[config.mk]
export PLATFORM = sky130hd
export DESIGN_NAME = ldx_load_aligner
export DESIGN_NICKNAME = d
export VERILOG_FILES = /design/src/rtl/ldx_pkg.sv /design/src/rtl/ldx_lane_pick.sv /design/src/rtl/ldx_extend.sv /design/src/rtl/ldx_align_check.sv /design/src/rtl/ldx_load_aligner.sv
export SDC_FILE = /design/constraint.sdc
export NUM_CORES = 1
export LEC_CHECK = 0
export ABC_AREA = 1
export BUFFER_PORTS_ARGS = -buffer_cell sky130_fd_sc_hd__buf_2
export CAP_MARGIN = 20
export CORE_UTILIZATION = 40
export CTS_CLUSTER_DIAMETER = 30
export CTS_CLUSTER_SIZE = 12
export DETAILED_ROUTE_END_ITERATION = 10
export PLACE_DENSITY = 0.77
export SLEW_MARGIN = 40
export SYNTH_ARGS = -nofsm -noshare
export SYNTH_HDL_FRONTEND = slang
export SYNTH_HIERARCHICAL = 1
export SYNTH_SLANG_ARGS = --single-unit
[constraint.sdc]
create_clock -name clk -period 1.6 [get_ports clk]
set_clock_uncertainty 0.1 [all_clocks]
set_input_delay 0.08 -clock clk [delete_from_list [all_inputs] [get_ports clk]]
set_output_delay 0.08 -clock clk [all_outputs]
set_load 0.02 [all_outputs]
[src/rtl/ldx_pkg.sv]
package ldx_pkg;
  localparam int LDX_BYTE_W = 8;
  localparam int LDX_LANES  = 4;
  localparam int LDX_DATA_W = LDX_BYTE_W * LDX_LANES;
  localparam int LDX_OFS_W  = $clog2(LDX_LANES);

  typedef enum logic [1:0] {
    SZ_BYTE = 2'b00,
    SZ_HALF = 2'b01,
    SZ_WORD = 2'b10,
    SZ_WRD2 = 2'b11
  } ldx_size_e;
endpackage

[src/rtl/ldx_lane_pick.sv]
module ldx_lane_pick
  import ldx_pkg::*;
#(
  parameter int BYTE_W = LDX_BYTE_W,
  parameter int LANES  = LDX_LANES,
  localparam int DATA_W = BYTE_W * LANES,
  localparam int OFS_W  = $clog2(LANES)
) (
  input  logic [DATA_W-1:0]   word_i,
  input  logic [OFS_W-1:0]    ofs_i,
  output logic [BYTE_W-1:0]   byte_o,
  output logic [2*BYTE_W-1:0] half_o
);
  // big-endian lane numbering: lane 0 is the most significant byte
  logic [BYTE_W-1:0] lane [LANES];

  for (genvar g = 0; g < LANES; g++) begin : g_lane
    assign lane[g] = word_i[DATA_W-1-g*BYTE_W -: BYTE_W];
  end

  always_comb begin
    logic [OFS_W-1:0] hbase;
    byte_o = lane[ofs_i];
    hbase  = {ofs_i[OFS_W-1:1], 1'b0};
    half_o = {lane[hbase], lane[hbase | OFS_W'(1)]};
  end
endmodule

[src/rtl/ldx_extend.sv]
module ldx_extend
  import ldx_pkg::*;
#(
  parameter int BYTE_W = LDX_BYTE_W,
  parameter int LANES  = LDX_LANES,
  localparam int DATA_W = BYTE_W * LANES,
  localparam int HALF_W = 2 * BYTE_W
) (
  input  logic [DATA_W-1:0] word_i,
  input  logic [BYTE_W-1:0] byte_i,
  input  logic [HALF_W-1:0] half_i,
  input  ldx_size_e         size_i,
  input  logic              zext_i,
  output logic [DATA_W-1:0] data_o
);
  logic byte_fill, half_fill;

  assign byte_fill = ~zext_i & byte_i[BYTE_W-1];
  assign half_fill = ~zext_i & half_i[HALF_W-1];

  always_comb begin
    unique case (size_i)
      SZ_BYTE: data_o = {{(DATA_W-BYTE_W){byte_fill}}, byte_i};
      SZ_HALF: data_o = {{(DATA_W-HALF_W){half_fill}}, half_i};
      default: data_o = word_i;
    endcase
  end
endmodule

[src/rtl/ldx_align_check.sv]
module ldx_align_check
  import ldx_pkg::*;
#(
  parameter int OFS_W = LDX_OFS_W
) (
  input  logic [OFS_W-1:0] ofs_i,
  input  ldx_size_e        size_i,
  output logic             bad_o
);
  always_comb begin
    unique case (size_i)
      SZ_BYTE: bad_o = 1'b0;
      SZ_HALF: bad_o = ofs_i[0];
      default: bad_o = |ofs_i;
    endcase
  end
endmodule

[src/rtl/ldx_load_aligner.sv]
module ldx_load_aligner
  import ldx_pkg::*;
#(
  parameter int BYTE_W = LDX_BYTE_W,
  parameter int LANES  = LDX_LANES,
  localparam int DATA_W = BYTE_W * LANES,
  localparam int OFS_W  = $clog2(LANES)
) (
  input  logic              clk,
  input  logic              rst,
  input  logic              ld_valid,
  input  logic [DATA_W-1:0] ld_word,
  input  logic [OFS_W-1:0]  ld_addr_lo,
  input  logic [1:0]        ld_size,
  input  logic              ld_zext,
  output logic              res_valid,
  output logic [DATA_W-1:0] res_data,
  output logic              res_misalign
);
  ldx_size_e           size_q;
  logic [BYTE_W-1:0]   sel_byte;
  logic [2*BYTE_W-1:0] sel_half;
  logic [DATA_W-1:0]   ext_data;
  logic                misaligned;

  assign size_q = ldx_size_e'(ld_size);

  ldx_lane_pick #(.BYTE_W(BYTE_W), .LANES(LANES)) pick_i (
    .word_i(ld_word), .ofs_i(ld_addr_lo), .byte_o(sel_byte), .half_o(sel_half)
  );

  ldx_extend #(.BYTE_W(BYTE_W), .LANES(LANES)) ext_i (
    .word_i(ld_word), .byte_i(sel_byte), .half_i(sel_half),
    .size_i(size_q), .zext_i(ld_zext), .data_o(ext_data)
  );

  ldx_align_check #(.OFS_W(OFS_W)) chk_i (
    .ofs_i(ld_addr_lo), .size_i(size_q), .bad_o(misaligned)
  );

  always_ff @(posedge clk) begin
    if (rst) begin
      res_valid    <= 1'b0;
      res_misalign <= 1'b0;
      res_data     <= '0;
    end else begin
      res_valid    <= ld_valid;
      res_misalign <= ld_valid & misaligned;
      if (ld_valid && !misaligned) res_data <= ext_data;
    end
  end

  // valid follows strobe by one clock
  assert_vld_rise_R8: assert property (@(posedge clk) disable iff (rst)
    ld_valid |=> res_valid);
  assert_vld_fall_R8: assert property (@(posedge clk) disable iff (rst)
    !ld_valid |=> !res_valid);
  // error never without valid
  assert_err_gated_R8: assert property (@(posedge clk) disable iff (rst)
    res_misalign |-> res_valid);
  // misaligned strobe keeps the previous result
  assert_hold_on_err_R7: assert property (@(posedge clk) disable iff (rst)
    (ld_valid && misaligned) |=> (res_misalign && $stable(res_data)));
  // byte access never flags
  assert_byte_ok_R6: assert property (@(posedge clk) disable iff (rst)
    (ld_valid && size_q == SZ_BYTE) |=> !res_misalign);
  // unsigned byte has clear upper bits
  assert_byte_zext_R4: assert property (@(posedge clk) disable iff (rst)
    (ld_valid && size_q == SZ_BYTE && ld_zext) |=> (res_data[DATA_W-1:BYTE_W] == '0));
  // signed byte upper bits copy the field msb
  assert_byte_sext_R3: assert property (@(posedge clk) disable iff (rst)
    (ld_valid && size_q == SZ_BYTE && !ld_zext) |=>
      (res_data[DATA_W-1:BYTE_W] == {(DATA_W-BYTE_W){res_data[BYTE_W-1]}}));
endmodule

# Word level (Yosys, flattened, before mapping)
# Index checks and enable logic that the tools add are counted.
totals:
  regBits: 34
  latch_bits: 0
  ram_bits: 0
  romBits: 0
  inputBits: 40
  output_inout_bits: 34
  wordCells: 29
  memories: 0
classes:
  n_addsub: 0
  n_mul: 0
  n_div: 0
  n_lt_le_gt_ge: 3
  eq_ne: 1
  shifts: 0
  n_mux: 11
  n_bitwise: 7
  reduce_logical: 4
ops:
  columns: ["op", "count"]
  rows:
  - ["$pmux 32 s2", 1]
  - ["$bmux 8 s2", 3]
  - ["$mux 8", 6]
  - ["$ge 3x3->1 const B", 3]
  - ["$not 2->3", 3]
  - ["$and 1x1->1", 3]
  - ["$eq 2x1->1 const B", 1]
  - ["$logic_not 2->1", 1]
  - ["$pmux 1 s2", 1]
  - ["$reduce_or 2->1", 1]
  - ["$logic_and 1x1->1", 1]
  - ["$logic_not 1->1", 1]
  - ["$not 1->1", 1]

# Depth between registers and ports, before layout
# Gate-level depths: netlist (run 1).
depth:
  word_depth: 6
  ltp_mapped: 14
  depth_no_buf: 12

# Modules after synthesis
# The synthesis (run 1) kept the hierarchy.
modules_own_cells:
  columns: ["module", "instances", "cells_per_inst", "area_each_um2", "seq_area_each_um2"]
  rows:
  - ["ldx_load_aligner", 1, 213, 1435.1, 680.7]
  - ["ldx_lane_pick", 1, 110, 509.2, 0.0]
  - ["ldx_extend", 1, 105, 499.2, 0.0]
  - ["ldx_align_check", 1, 4, 16.3, 0.0]

# Least setup slack after synthesis (run 1)
# Ideal clock, no wire load.
synth_path:
  path_kind: "input port to flip-flop"
  start: "in ld_addr_lo[0]"
  end: "reg res_data[26]"
  setup_time_ns: 0.064
  arrival_ns: 1.194
  t_required_ns: 1.436
  slack_ns: 0.242
  cell_stages: 13
  path_buffers: 2
  path_cell_list: "buf_4 > inv_1 > nand3_1 > nand2_1 > inv_1 > nor2_1 > nand2_2 > buf_2 > nand3_1 > inv_1 > nand3_1 > nand2_1 > nor2_1"
synth_via:
  elab_chain_cells: 6
  word_cells_on_any_way: 10
  classes_between: "mux: 5; bitwise: 2; reduce/logical: 3"
synth_rtl:
  columns: ["element", "line_no", "rtl"]
  rows:
  - ["start, declared", "ldx_load_aligner.sv:13", "input logic [OFS_W-1:0] ld_addr_lo,"]
  - ["$not 2->3 (implied by the code)", "ldx_lane_pick.sv:23", "byte_o = lane[ofs_i];"]
  - ["$bmux 8 s2", "ldx_lane_pick.sv:23", null]
  - ["$mux 8 (implied by the code) (2 in a row)", "ldx_lane_pick.sv:23", null]
  - ["net sel_byte[7]", "ldx_load_aligner.sv:21", "logic [BYTE_W-1:0] sel_byte;"]
  - ["$and 1x1->1", "ldx_extend.sv:18", "assign byte_fill = ~zext_i & byte_i[BYTE_W-1];"]
  - ["$pmux 32 s2", "ldx_extend.sv:22", "unique case (size_i)"]
  - ["net ext_data[26]", "ldx_load_aligner.sv:23", "logic [DATA_W-1:0] ext_data;"]
  - ["end signal, assigned", "ldx_load_aligner.sv:49", "if (ld_valid && !misaligned) res_data <= ext_data;"]
  - ["end, declared", "ldx_load_aligner.sv:17", "output logic [DATA_W-1:0] res_data,"]
# The timed path passes the listed nets, and every way through them passes these cells. The select of a mux whose other input is x is not followed.
# A chain may end at the register's enable or synchronous reset.

# Worst setup path after layout (run 1)
layout_path:
  start: "in ld_addr_lo[1]"
  end: "reg res_data[29]"
# The elaborated chain is that of the path after synthesis.

==> impl_metrics.json, run 1 <==
{
  "reg2regPathDepth": 2,
  "crit_fanout": 24,
  "finalHoldViolations": 0,
  "die_x_um": 80.4,
  "grt_pass1_vias": 2274,
  "final_cell_area_um2": 2960,
  "multi_input_area_um2": 1320,
  "peakVddDrop_v": 0.000461,
  "holdPathStages": 3,
  "drc": 0,
  "cts_made_buffers": 5,
  "yosysTopAreaCell": "dfxtp_1",
  "status": "finished clean",
  "synth_seq_cells": 34,
  "die-area_um2": 6470,
  "worst_setup_path_start_kind": "primary input",
  "seqCellArea_um2": 681,
  "min_period_over_period_pct": 79.6,
  "netlist_area_um2": 2460,
  "cp_top_family": "simple AND/OR/NAND/NOR gates",
  "top_level_ports": 74,
  "gp_congestion": 0.884,
  "cts_root_buffer": "clkbuf_8",
  "post_cts_buffers": 0,
  "cpPeakStageDelay_ps": 260,
  "post-place-ws_ps": 38.1,
  "crit_required_ps": 1730,
  "drive_above_1_share_pct": 20.5,
  "mostFrequentLayoutCells": "129 x nand2_1, 80 x nand3_1, 73 x buf_2, 70 x inv_1, 68 x nor2_1",
  "cpMaxStageDelayCell": "nand2_2",
  "wl_met2_um": 2940,
  "wl_met3_um": 442,
  "highest_layer": "met4",
  "yosys_warnings": 6,
  "min_path_type": "primary input to register",
  "max_freq_mhz": 785,
  "worstPathArrival_ps": 1400,
  "fill_cells": 640,
  "finalNetCount": 542,
  "grt_pass1_wl_um": 10300,
  "grt_usage_pct": 20.5,
  "synth.distinct_cells": 21,
  "drt_iter0_markers": 180,
  "power_w": 0.00234,
  "clkTransAtPathRegs_ps": 70,
  "io_buffer_count": 73,
  "fp.dieH_um": 80.4,
  "dpl-instance-area_um2": 2860,
  "postRouteAntennaNets": 0,
  "coreArea_um2": 5920,
  "syn_to_final_growth_pct": 20.2,
  "cp_num_cells": 13,
  "rsz0062_at_grt": "no",
  "finalSetupTns_ps": 0,
  "clockBufferDepth": 2,
  "slew_headroom_pct": 72.8,
  "path_cells": "buf_2 > inv_6 > nand2_1 > nand3_1 > nand2_1 > inv_1 > nor2_1 > nand2_2 > nand3_1 > inv_1 > nand3_1 > nand2_1 > nor2_1",
  "vias": 2639,
  "syn-num-nets": 472,
  "num_rows": 28,
  "insertion_delay_ps": 290,
  "cp-end-kind": "register",
  "setup_violations": 0,
  "worst_pin_slew_ps": 406,
  "vias_per_cell": 4.57,
  "utilization_pct": 50.0,
  "dp_hpwl_um": 4780,
  "synth.area.top_cells": "dfxtp_1 28%, nand2_1 20%, nand3_1 16%",
  "antenna_cells": 0,
  "cp_num_buf_inv": 4,
  "antenna_found_initial": 0,
  "netlist_instances": 432,
  "slew_viol_final": 0,
  "dr.pass1.iters": 4,
  "routed_wirelength_um": 6400,
  "cts_tree": "built",
  "initial_core_util_pct": 41.5,
  "cap_violations": 0,
  "postSynthAreaPerCell_um2": 5.69,
  "met1Wirelength_um": 2980,
  "layout_commonest_cell": "nand2_1",
  "synth_seq_area_share_pct": 27.7,
  "period_needed_ps": 1270,
  "power_density_nw_per_um2": 790,
  "yosysTopAreaCellShare_pct": 27.7,
  "grt.overflow.total": 0,
  "grt_max_degree": 34,
  "p_leak_nw": 1.81,
  "cts.sinks": 34,
  "wl_per_cell_um": 11.1,
  "setup_slack_ps": 326,
  "cts_resized": 0,
  "htree_levels": 2,
  "worst-setup-path-type": "primary input to register"
}
-- final timing paths --
path	slack, ps	end	from
worst min register to register	380	res_data[12]	res_data[12]
worst min-delay path	100	res_valid	ld_valid
worst max-delay path	330	res_data[29]	ld_addr_lo[1]
worst max register to register	930	res_data[25]	res_data[25]
-- cells by family after synthesis --
logic type / count (synthesis) / share of synthesized area [%]
flip-flops: 34 / 27.7
AND/OR/NAND/NOR: 299 / 53.5
AO/OA/AOI/OAI: 1 / 0.203
buffers and inverters: 98 / 18.7
-- worst reg2reg max path, cell delays in order (launching register included) --
cell and delay [ps]:
dfxtp_1 320, nor2_1 110, nor2_1 50
-- routing by layer --
layer / vias to the layer above / global-route usage [%]
met1: 1118 / 27.2
met3: 5 / 3.86
met4: 0 / 5.36
li1: 1428 / -
met2: 88 / 33.7
met5: - / 0
-- sequential cells by signal (all words and copies together), names as in the netlist --
name,flops
res_data,32
res_valid,1
res_misalign,1
-- Yosys cell counts --
cell type,n
buf_8,1
inv_6,1
buf_2,9
nor2_4,1
nand3_1,80
and2_1,15
and2_2,1
clkbuf_1,3
nand2_2,1
buf_1,2
buf_6,7
nor2_1,68
buf_4,3
a21oi_1,1
dfxtp_1,34
inv_1,70
nand2_1,129
nand2_4,1
nor2_8,2
nor3_1,1
inv_2,2
-- through the flow --
step,instances,hold slack [ps]
2_1_floorplan,432,52.4
3_3_place_gp,569,169
3_5_place_dp,569,173
4_1_cts,578,105
5_1_grt,578,108
6_report,578,99.4
-- report_power, final --
| group | total (W) | leakage (nW) | switching (W) | internal (W) |
|---|---|---|---|---|
| clock | 0.000688 | 0.0482 | 0.000340 | 0.000348 |
| sequential | 0.000941 | 0.281 | 0.0000286 | 0.000913 |
| combinational | 0.000707 | 1.48 | 0.000438 | 0.000269 |
-- final cells by class --
| class | instances | area share (%) |
|---|---|---|
| Tap cell | 75 | 3.17 |
| Multi-Input combinational cell | 300 | 44.6 |
| Sequential cell | 34 | 23.0 |
| Timing Repair Buffer | 88 | 16.7 |
| Clock inverter | 1 | 0.169 |
| Clock buffer | 7 | 2.92 |
| Inverter | 73 | 9.43 |
-- what timing repair did --
item	in CTS	in global routing
hold buffers	1	0
hold endpoints to repair	2	0
setup endpoints to repair	0	0
(Power assumes the default switching activity.)
==> run 2, diff against run 1 <==
Clock period 1.6 ns to 1.2 ns, I/O delays scaled along.
==> impl_metrics.json, run 2 (same netlist as run 1, synthesis figures left out) <==
{
  "status": "finished clean",
  "grt.overflow.total": 0,
  "wl_per_cell_um": 10.7,
  "grt_pass1_wl_um": 10500,
  "cts_tree": "built",
  "cap_violations": 0,
  "rsz0062_at_grt": "no",
  "vias": 2694,
  "grt_max_degree": 34,
  "die-area_um2": 6470,
  "peakVddDrop_v": 0.000475,
  "cts.sinks": 34,
  "cts_root_buffer": "clkbuf_8",
  "cts_made_buffers": 5,
  "crit_path_frequent_cell": "nor2_1",
  "top_level_ports": 74,
  "largest_reg_flops": 32,
  "gp_congestion": 0.858,
  "initial_core_util_pct": 41.5,
  "coreArea_um2": 5920,
  "cpPeakStageDelay_ps": 540,
  "path_cells": "dlygate4sd3_1 > buf_2 > inv_2 > nor2_4 > buf_12 > nor2_1 > nor2_1",
  "dr.pass1.iters": 4,
  "worst-setup-path-type": "primary input to register",
  "hold_slack_ps": 111,
  "finalHoldViolations": 0,
  "syn_to_final_growth_pct": 27.7,
  "multi_input_area_um2": 1370,
  "antenna_found_initial": 0,
  "drive_above_1_share_pct": 23.8,
  "min_period_over_period_pct": 93.4,
  "vias_per_cell": 4.58,
  "antenna_cells": 0,
  "utilization_pct": 53.0,
  "dpl-instance-area_um2": 3020,
  "grt_pass1_vias": 2462,
  "worst_pin_slew_ps": 193,
  "layout_commonest_cell": "nand2_1",
  "finalSetupTns_ps": 0,
  "insertion_delay_ps": 290,
  "setup_violations": 0,
  "clockBufferDepth": 2,
  "htree_levels": 2,
  "period_needed_ps": 1120,
  "grt_usage_pct": 20.9,
  "slew_viol_final": 0,
  "crit_required_ps": 1290,
  "mostFrequentLayoutCells": "125 x nand2_1, 77 x nand3_1, 72 x buf_2, 69 x inv_1, 66 x nor2_1",
  "post_cts_buffers": 0,
  "reg.largest.list": "res_data: 32 flops, res_misalign: 1 flops, res_valid: 1 flops",
  "routed_wirelength_um": 6280,
  "seqCellArea_um2": 681,
  "crit_fanout": 32,
  "cpMaxStageDelayCell": "dlygate4sd3_1",
  "drt_iter0_markers": 152,
  "fp.dieH_um": 80.4,
  "postRouteAntennaNets": 0,
  "worst_setup_path_start_kind": "primary input",
  "p_leak_nw": 1.90,
  "finalNetCount": 552,
  "worstPathArrival_ps": 1210,
  "cp-end-kind": "register",
  "dp_hpwl_um": 4990,
  "fill_cells": 612,
  "power_density_nw_per_um2": 996,
  "drc": 0,
  "final_cell_area_um2": 3140,
  "die_x_um": 80.4,
  "max_freq_mhz": 893,
  "io_buffer_count": 73,
  "slew_headroom_pct": 87.1,
  "clkTransAtPathRegs_ps": 60,
  "num_rows": 28,
  "min_path_type": "primary input to register",
  "top_register": "res_data"
}
run 2: cell type report:
cell class	instances	area share, %
clock buffer	7	2.75
clock inverter	1	0.159
inverter	73	9.12
multi-input combinational	300	43.5
sequential	34	21.7
tap	75	2.99
timing repair buffer	98	19.8
run 2: metal layers:
metal	global-route usage, %	vias to the layer above	part of all wire [%]
met2	35.4	75	48
met1	24.6	1162	44
met3	5.23	13	5.7
li1	-	1444	-
met5	0	-	0
met4	9.29	0	2.4
run 2: final timing paths:
path / start / endpoint / slack (ps) / cells after the start
worst max-delay path: ld_valid / res_data[13] / 80 / 7
worst min-delay path: ld_word[11] / res_data[11] / 110 / 7
worst max register to register: res_data[26] / res_data[26] / 520 / 2
worst min register to register: res_data[15] / res_data[15] / 380 / 2
run 2: power by group:
part / internal, W / total, W / switching (W)
clock network: 0.000462 / 0.000862 / 0.000400
logic: 0.000409 / 0.00101 / 0.000600
registers: 0.00122 / 0.00126 / 0.0000395
run 2: stage by stage:
step	power [W]	worst slack (ps)	cells
finish	0.00313	79.6	588
global route	0.00334	1.28	588
CTS	0.00318	35.4	588
detailed placement	0.00229	-266	578
global placement	0.00228	-171	578
floorplan	0.00198	-1.93	432
run 2: critical path: cells and delay by family:
kind                   cells  cell delay, ps
and+or+nand+nor            3             200
buffers and inverters      4             930
run 2: timing repair:
| item | CTS | global route |
|---|---|---|
| hold buffers | 2 | 0 |
| endpoints found under the setup margin | 0 | 23 |
| resized for setup | 0 | 3 |
| endpoints found under the hold margin | 2 | 0 |
==> run 3, diff against run 2 <==
Settings changed: BUFFER_PORTS_ARGS -buffer_cell sky130_fd_sc_hd__buf_2 to not set, DONT_BUFFER_PORTS set to 1, PLACE_DENSITY 0.77 to 0.66.
==> impl_metrics.json, run 3 (same netlist as run 1, synthesis figures left out) <==
{
  "coreArea_um2": 5920,
  "fin_cells": 519,
  "utilization_pct": 46.2,
  "reg.largest.list": "res_data: 32 flops, res_misalign: 1 flops, res_valid: 1 flops",
  "drt_iter0_markers": 153,
  "peakVddDrop_v": 0.000532,
  "path_cells": "dlygate4sd3_1 > nor2_1 > dlygate4sd3_1",
  "wl_per_cell_um": 11.9,
  "gp_congestion": 0.913,
  "antenna_cells": 0,
  "io_buffer_count": 0,
  "fill_cells": 674,
  "die-area_um2": 6470,
  "crit_required_ps": 1330,
  "slew_headroom_pct": 53.0,
  "postCtsHoldBufs": 3,
  "clockBufferDepth": 2,
  "cp_num_buf_inv": 2,
  "num_rows": 28,
  "worst-setup-path-type": "primary input to register",
  "largest_reg_flops": 32,
  "violations": "hold timing",
  "worstPathArrival_ps": 1260,
  "dr.pass1.iters": 5,
  "p_leak_nw": 1.58,
  "seqCellArea_um2": 681,
  "hold_slack_ps": -136,
  "grt_max_degree": 36,
  "grt.overflow.total": 0,
  "worst_setup_path_start_kind": "primary input",
  "dp_hpwl_um": 4650,
  "cpMaxStageDelayCell": "dlygate4sd3_1",
  "p_int_w": 0.00192,
  "period_needed_ps": 1130,
  "power_density_nw_per_um2": 1040,
  "cts_tree": "built",
  "clockPowerShare_pct": 27.8,
  "cts_root_buffer": "clkbuf_8",
  "drive_above_1_share_pct": 11.7,
  "worst_pin_slew_ps": 704,
  "max_freq_mhz": 884,
  "finalHoldViolations": 32,
  "cp-end-kind": "register",
  "drc": 0,
  "combPwrFrac_pct": 26.2,
  "cts.sinks": 34,
  "die_x_um": 80.4,
  "min_path_type": "primary input to register",
  "fp.dieH_um": 80.4,
  "vias_per_cell": 4.72,
  "top_level_ports": 74,
  "routed_wirelength_um": 6160,
  "layout_commonest_cell": "nand2_1",
  "clkTransAtPathRegs_ps": 70,
  "rsz0062_at_grt": "no",
  "post_cts_buffers": 0,
  "grt_pass1_wl_um": 9910,
  "cts_made_buffers": 5,
  "top_register": "res_data",
  "dp.cells": 509,
  "cp_top_family": "buffers and inverters",
  "grt_pass1_vias": 2231,
  "postRouteAntennaNets": 0,
  "grt_usage_pct": 19.9,
  "crit_path_frequent_cell": "dlygate4sd3_1",
  "pwr-share-seq_pct": 45.9,
  "cts_resized": 0,
  "mostFrequentLayoutCells": "125 x nand2_1, 77 x nand3_1, 69 x inv_1, 67 x nor2_1, 34 x dfxtp_1",
  "multi_input_area_um2": 1360,
  "swShare_pct": 32.5,
  "status": "finished with violations",
  "insertion_delay_ps": 280,
  "syn_to_final_growth_pct": 11.2,
  "cpPeakStageDelay_ps": 560,
  "switchingPower_w": 0.000926,
  "setup_violations": 0,
  "slew_viol_final": 0,
  "htree_levels": 2,
  "power_w": 0.00285,
  "finalNetCount": 484,
  "crit_fanout": 2,
  "vias": 2448,
  "min_period_over_period_pct": 94.3,
  "antenna_found_initial": 0,
  "cap_violations": 0,
  "initial_core_util_pct": 41.5
}
[run 3: cell types whose count changed in the layout (fill, tap and decap cells not counted)]
cell | before | now
buf_4 | 19 | 27
clkbuf_8 | 6 | 5
clkbuf_1 | 1 | 0
nor2_2 | 2 | 1
buf_12 | 5 | 0
clkinv_2 | 1 | 2
dlygate4sd3_1 | 2 | 3
buf_2 | 72 | 0
nor2_1 | 66 | 67
[run 3: worst paths after layout]
path	startpoint	endpoint	slack [ps]	depth (start not counted)
setup / recovery	rst	res_valid	70	3
hold / removal	ld_valid	res_data[18]	-140	3
hold reg to reg	res_data[8]	res_data[8]	380	2
setup reg to reg	res_data[26]	res_data[26]	370	2
[run 3: metal layers]
metal	vias up	wire, µm	part of all wire (%)	GRT usage, %
li1	1306	-	-	-
met1	1071	2670	43	24.4
met2	66	2960	48	32.8
met3	5	478	7.8	5.68
met4	0	53	0.86	7.14
met5	-	0	0	0
[run 3: power by group through the flow]
stage	Sequential (W)	Combinational, W	Clock (W)
6_report	0.00131	0.000747	0.000792
5_1_grt	0.00132	0.000854	0.000862
4_1_cts	0.00131	0.000753	0.000814
3_5_place_dp	0.00134	0.000743	0
3_3_place_gp	0.00133	0.000732	0
2_1_floorplan	0.00139	0.000586	0
[run 3: stage by stage]
step                instance area [µm²]  setup WS [ps]  setup TNS, ps
floorplan                          2540          -1.93          -1.93
global placement                   2630          -26.0           -562
detailed placement                 2630          -76.6          -1080
CTS                                2740           75.2              0
global route                       2740           10.4              0
finish                             2740           68.9              0
[run 3: final cells by class]
| cell class | count | area share [%] |
|---|---|---|
| Clock buffer | 5 | 2.52 |
| Sequential cell | 34 | 24.9 |
| Tap cell | 75 | 3.43 |
| Inverter | 73 | 10.5 |
| Multi-Input combinational cell | 300 | 49.8 |
| Timing Repair Buffer | 30 | 8.51 |
| Clock inverter | 2 | 0.366 |
[run 3: worst min-delay path: cells and delay by family]
kind,cells,cell delay [ps]
AND/OR/NAND/NOR,3,140
